==> src/rtl/dma_hold_pkg.sv <==
package dma_hold_pkg;
    typedef enum logic [1:0] {
        ST_IDLE  = 2'd0,
        ST_ASK   = 2'd1,
        ST_OWN   = 2'd2,
        ST_PAUSE = 2'd3
    } hold_state_e;
endpackage

==> src/rtl/dma_preempt_cmp.sv <==
module dma_preempt_cmp #(
    parameter int LVL_W = 4
) (
    input  logic             nmi_i,
    input  logic [LVL_W-1:0] irq_level_i,
    input  logic [LVL_W-1:0] supp_level_i,
    output logic             preempt_o
);
    // Strictly above the threshold preempts; equal does not.
    logic above;
    always_comb begin
        above     = (irq_level_i > supp_level_i);
        preempt_o = nmi_i | above;
    end
endmodule

==> src/rtl/dma_hold_fsm.sv <==
module dma_hold_fsm
    import dma_hold_pkg::*;
(
    input  logic clk,
    input  logic rst_n,
    input  logic xfer_req_i,
    input  logic unit_end_i,
    input  logic xfer_done_i,
    input  logic hold_ack_i,
    input  logic preempt_i,
    output logic hold_req_o,
    output logic grant_o,
    output logic suspended_o
);
    hold_state_e state_q, state_d;

    // Next-state decode.
    always_comb begin
        state_d = state_q;
        unique case (state_q)
            ST_IDLE: begin
                if (xfer_req_i && !hold_ack_i) state_d = ST_ASK;
            end
            ST_ASK: begin
                if (preempt_i)       state_d = ST_PAUSE;
                else if (hold_ack_i) state_d = ST_OWN;
            end
            ST_OWN: begin
                if (xfer_done_i)                 state_d = ST_IDLE;
                else if (unit_end_i && preempt_i) state_d = ST_PAUSE;
            end
            ST_PAUSE: begin
                if (!preempt_i && !hold_ack_i) state_d = ST_ASK;
            end
            default: state_d = ST_IDLE;
        endcase
    end

    // State register.
    always_ff @(posedge clk) begin
        if (!rst_n) state_q <= ST_IDLE;
        else        state_q <= state_d;
    end

    // Output decode.
    always_comb begin
        hold_req_o  = 1'b0;
        grant_o     = 1'b0;
        suspended_o = 1'b0;
        unique case (state_q)
            ST_IDLE:  ;
            ST_ASK:   hold_req_o = 1'b1;
            ST_OWN: begin
                hold_req_o = 1'b1;
                grant_o    = 1'b1;
            end
            ST_PAUSE: suspended_o = 1'b1;
            default:  ;
        endcase
    end
endmodule

==> src/rtl/dma_bus_hold_ctrl.sv <==
module dma_bus_hold_ctrl #(
    parameter int LVL_W = 4
) (
    input  logic             clk,
    input  logic             rst_n,
    input  logic             xfer_req_i,
    input  logic             unit_end_i,
    input  logic             xfer_done_i,
    input  logic             hold_ack_i,
    input  logic             nmi_i,
    input  logic [LVL_W-1:0] irq_level_i,
    input  logic [LVL_W-1:0] supp_level_i,
    output logic             hold_req_o,
    output logic             grant_o,
    output logic             suspended_o
);
    logic preempt;

    dma_preempt_cmp #(.LVL_W(LVL_W)) u_cmp (
        .nmi_i        (nmi_i),
        .irq_level_i  (irq_level_i),
        .supp_level_i (supp_level_i),
        .preempt_o    (preempt)
    );

    dma_hold_fsm u_fsm (
        .clk         (clk),
        .rst_n       (rst_n),
        .xfer_req_i  (xfer_req_i),
        .unit_end_i  (unit_end_i),
        .xfer_done_i (xfer_done_i),
        .hold_ack_i  (hold_ack_i),
        .preempt_i   (preempt),
        .hold_req_o  (hold_req_o),
        .grant_o     (grant_o),
        .suspended_o (suspended_o)
    );
endmodule

==> config.mk <==
export PLATFORM = sky130hd
export DESIGN_NAME = dma_bus_hold_ctrl
export DESIGN_NICKNAME = d
export VERILOG_FILES = /design/src/rtl/dma_hold_pkg.sv /design/src/rtl/dma_preempt_cmp.sv /design/src/rtl/dma_hold_fsm.sv /design/src/rtl/dma_bus_hold_ctrl.sv
export SDC_FILE = /design/constraint.sdc
export NUM_CORES = 1
export LEC_CHECK = 0
export BUFFER_PORTS_ARGS = -buffer_cell sky130_fd_sc_hd__buf_2
export CAP_MARGIN = 5
export CORE_AREA = 2 2 39 41
export CTS_BUF_LIST = sky130_fd_sc_hd__clkbuf_2 sky130_fd_sc_hd__clkbuf_4 sky130_fd_sc_hd__clkbuf_8
export CTS_CLUSTER_SIZE = 24
export DETAILED_ROUTE_END_ITERATION = 10
export DIE_AREA = 0 0 41 43
export GPL_TIMING_DRIVEN = 0
export SLEW_MARGIN = 20
export SYNTH_ARGS = -nofsm -noshare
export SYNTH_HDL_FRONTEND = slang
export SYNTH_SLANG_ARGS = --single-unit
export TNS_END_PERCENT = 10
==> constraint.sdc <==
create_clock -name clk -period 2.15 [get_ports clk]
set_input_delay 0 -clock clk [delete_from_list [all_inputs] [get_ports clk]]
set_output_delay 0 -clock clk [all_outputs]
set_load 0.02 [all_outputs]
* Word level (Yosys, flattened, before mapping)
Index checks and enable logic that the tools add are counted.
** Storage, ports and cells
- Register bits :: 2
- Output and inout bits :: 3
- Logic and storage cells :: 28
** Cells by class
- Order comparisons :: 1
- Eq/ne operators :: 7
- Mux-type cells :: 10
- Bitwise gates (word level) :: 1
- Reduce and logical (&&, ||, !) cells :: 8
** Operators by type and width (count)
- 2-to-1 mux 2 bit :: 6
- case mux 2 bit (4 select lines) :: 1
- inequality test 3 x 2 -> 1 bit, second input constant :: 2
- == test 2 bit, second input constant :: 2
- greater-than comparator 4 bit :: 1
- inequality test 2 x 1 -> 1 bit, second input constant :: 2
- AND reduction 4 bit :: 1
- logical AND 1 bit :: 3
- 2-to-1 mux 1 bit :: 3
- == test 2 x 1 -> 1 bit, second input constant :: 1
- zero test 1 bit :: 2
- zero test 2 bit :: 1
- OR reduction 2 bit :: 1
- OR 1 bit :: 1

* Logic depth before layout (Yosys ltp)
- Word-level depth :: 6
- Depth in mapped cells :: 7

* Hierarchy
A second synthesis with hierarchy kept.
** Unflattened totals
- Cells, all modules :: 39
- Area, all modules :: 321.6 um2
** By module, submodules not included
- dma_hold_fsm :: times used 1, cells an instance 25, area each 207.7 um2
- dma_preempt_cmp :: times used 1, cells an instance 14, area each 113.9 um2

* Worst setup path before layout
No wires, ideal clock.
- Path type :: reg-to-reg
- From :: register u_fsm.state_q[1]
- To :: register u_fsm.state_q[0]
- Data arrival time :: 1.506 ns
- Required time :: 2.078 ns
- Slack :: 0.572 ns
- Stages on the path, launching flop included :: 8
- Cell sequence :: dfxtp_1 -> inv_1 -> ha_1 -> nor3b_1 -> nor2b_1 -> a31o_1 -> a211oi_2 -> mux2i_1
** On the way
- Longest elaborated chain between the ends :: 3
- Elaborated cells between the ends (all ways) :: 10
** Ends and longest elaborated chain
- start, declared :: line dma_hold_fsm.sv:15 : hold_state_e state_q, state_d;
- start signal, assigned :: line dma_hold_fsm.sv:42 : else state_q <= state_d;
- == test 2 x 1 -> 1 bit (tied with other cells) :: line dma_hold_fsm.sv:20 : unique case (state_q)
- inequality test 3 x 2 -> 1 bit (no line) / inequality test 2 x 1 -> 1 bit (equally long branches)
- AND reduction 4 bit (no line)
Several ways; a longest one is shown, not always the timed one.
A chain may end at the register's enable or synchronous reset.

* Final worst setup path
- From :: register u_fsm.state_q[1]
- To :: register u_fsm.state_q[1]
Same word-level chain as after synthesis.

==> flow_summary.toml <==
[status]
outcome = "finished clean"

[clocking]
cts_tree = "done"
cts_buffers = 3
cts.sinks = 2
clock_path_buffers = 2
hold_buffers = 0
cts_resized = 0
postCtsSetupBuffers = 0
worstSkewPairLatency_ns = 0.23
clkTransAtPathRegs_ns = 0.03
htreeDepth = 1
root_buffer = "clkbuf_4"

[sta]
slew_headroom = 0.806
grt_setup_unrepaired = "no"
slew_violations = 0
fin_tns_setup_ns = 0
fmaxAchievable_mhz = 573
hold_viol = 0
whs_ns = 0.0555
setup_viol = 0
tightest_slew_ns = 0.291
post-route-min-period_ns = 1.75
fin_worst_skew_ns = 0.00586
period_share = 0.812

[worst_setup_path]
required_ns = 2.30
worst_path_largest_cell_delay_ns = 0.37
cp-start-kind = "flop"
cp-end-kind = "flop"
crit_fanout = 4
critical_path_class = "reg -> reg"
cpMaxStageDelayCell = "dfxtp_1"
path_delay_family = "compound AO/OA/AOI/OAI gates"
worstPathArrival_ns = 1.90
crit_buf_inv = 1
crit_chain = "inv_1 -> ha_1 -> nor3b_1 -> nor2b_1 -> a31o_1 -> a211oi_2 -> mux2i_1"

[die]
die_area_um2 = 1760
die_y_um = 43
core-area_um2 = 1380
start_util = 0.258
io_pins = 18
die_w_um = 41
row_count = 14

[synthesis]
syn_inst = 46
synth_compound_area_frac = 0.277
synth_xor_area_frac = 0
yosys_most_used_dff = "dfxtp_1"
synth_top_family_by_area = "adder cells"
ys_ff_latch = 2
synth_edf_count = 0
synthArstFlopShare = 0
ys_seq_area_frac = 0.112
synthAdderAreaFrac = 0.281
synth_area_um2 = 357
ys_types = 18
synth_nets = 69
avgSynthCellArea_um2 = 7.75
synthMuxAreaShare = 0.0561
yosys_warnings = 0
synth-simple-area-share = 0.200

[cells_and_area]
n_antenna_cell = 0
largest_register_ffs = 2
design_area_um2 = 484
layout-drive-gt1-share = 0.333
fin_nets = 91
top_regs = "u_fsm.state_q: 2 flops"
top_register = "u_fsm.state_q"
syn_to_final_growth_pct = 35.8

[global_route]
grt_max_degree = 6
grt_pass1_vias = 296
grt_use_total = 0.0911
antenna_found_initial = 0
grt_pass1_wl_um = 1060
grt-ovfl-total = 0

[routing]
detail_route.wl_per_cell_um = 9.40
vias_per_cell = 4.85
postRouteWirelength_um = 771
route.detailed.drc = 0
ant_nets = 0
drtPass1Iterations = 1
drtIter0Drc = 0
dr_total_vias = 398

[pwr]
vdd_drop_max_mv = 0.394
power_leakage_nw = 0.258
powerDensity_nw_per_um2 = 776

[placement]
io_buffer_count = 17
gp_congestion = 0.700
dpl.hpwl_um = 642
place_area_um2 = 462

[hold_path]
hold_path_class = "in -> reg"

[flow_run]
maxCapViolCount = 0
-- layout make-up --
cell class	instances	area, µm²
clock buffers	3	22.5
repair buffers	17	85.1
inverters	7	26.3
well taps	16	20.0
multi-input cells	37	290
flip-flops and latches	2	40.0
fillers	154	900
-- metal layers --
metal / vias up / global-route usage / routed length (µm)
met4: 0 / 0.100 / 31
li1: 203 / - / -
met5: - / 0 / 0
met2: 17 / 0.144 / 351
met3: 3 / 0 / 68
met1: 175 / 0.0955 / 319
-- Yosys cell counts, drive strengths merged, types with 2 or more instances --
| library cell | n | area share |
|---|---|---|
| dfxtp | 2 | 0.11 |
| a31oi | 2 | 0.035 |
| inv | 7 | 0.074 |
| mux2i | 2 | 0.056 |
| a21oi | 3 | 0.042 |
| o31ai | 2 | 0.042 |
| o211ai | 3 | 0.077 |
| nor2b | 4 | 0.070 |
| ha | 8 | 0.28 |
| nand2 | 6 | 0.063 |
-- power by group --
group | switching, mW | internal [mW] | total (mW)
registers | 0.0139 | 0.0506 | 0.0645
clock network | 0.0259 | 0.0619 | 0.0878
logic | 0.121 | 0.102 | 0.224
total | 0.161 | 0.215 | 0.376
-- worst reg2reg max path: stages, from the launching register on --
cell and delay (ns):
dfxtp_1 0.37, inv_1 0.08, ha_1 0.22, nor3b_1 0.16
nor2b_1 0.13, a31o_1 0.19, a211oi_2 0.29, mux2i_1 0.23
-- metrics by stage --
step / cells / power (mW) / setup WS (ns) / util
after floorplan: 46 / 0.238 / 0.572 / -
after global placement: 79 / 0.288 / 0.435 / 0.334
after detailed placement: 79 / 0.290 / 0.402 / 0.334
after CTS: 82 / 0.385 / 0.394 / 0.350
after global routing: 82 / 0.401 / 0.312 / 0.350
final: 82 / 0.376 / 0.403 / 0.350
-- placed cells by master (no fill, tap or decap), drive strengths merged --
| master | synthesis | final |
|---|---|---|
| nor2b | 4 | 4 |
| a211oi | 1 | 1 |
| mux2i | 2 | 2 |
| a31o | 1 | 1 |
| a21o | 1 | 1 |
| inv | 7 | 7 |
| o31ai | 2 | 2 |
| nand2 | 6 | 6 |
| nand4 | 1 | 1 |
| nor2 | 1 | 1 |
| o211ai | 3 | 3 |
| buf | 0 | 17 |
| nor3b | 1 | 1 |
| a21oi | 3 | 3 |
| dfxtp | 2 | 2 |
| a31oi | 2 | 2 |
| ha | 8 | 8 |
| clkbuf | 0 | 3 |
| nand2b | 1 | 1 |
-- cells by family (layout without fill, tap and decap cells) --
kind of cell,Yosys count,in the layout
buffers and inverters,7,27
muxes,2,2
DFF,2,2
and+or+nand+nor,14,14
adders and majority gates,8,8
AOI/OAI and AO/OA,13,13
-- worst paths after layout --
kind,cells after the start,slack [ns],start,end
setup / recovery,7,0.40,u_fsm.state_q[1]$_SDFFE_PN0P_,u_fsm.state_q[1]$_SDFFE_PN0P_
hold / removal,3,0.06,rst_n,u_fsm.state_q[0]$_SDFFE_PN0P_
hold reg to reg,2,0.50,u_fsm.state_q[0]$_SDFFE_PN0P_,u_fsm.state_q[0]$_SDFFE_PN0P_
setup reg to reg,7,0.40,u_fsm.state_q[1]$_SDFFE_PN0P_,u_fsm.state_q[1]$_SDFFE_PN0P_
Note: power is estimated with default switching activity, not from simulation.
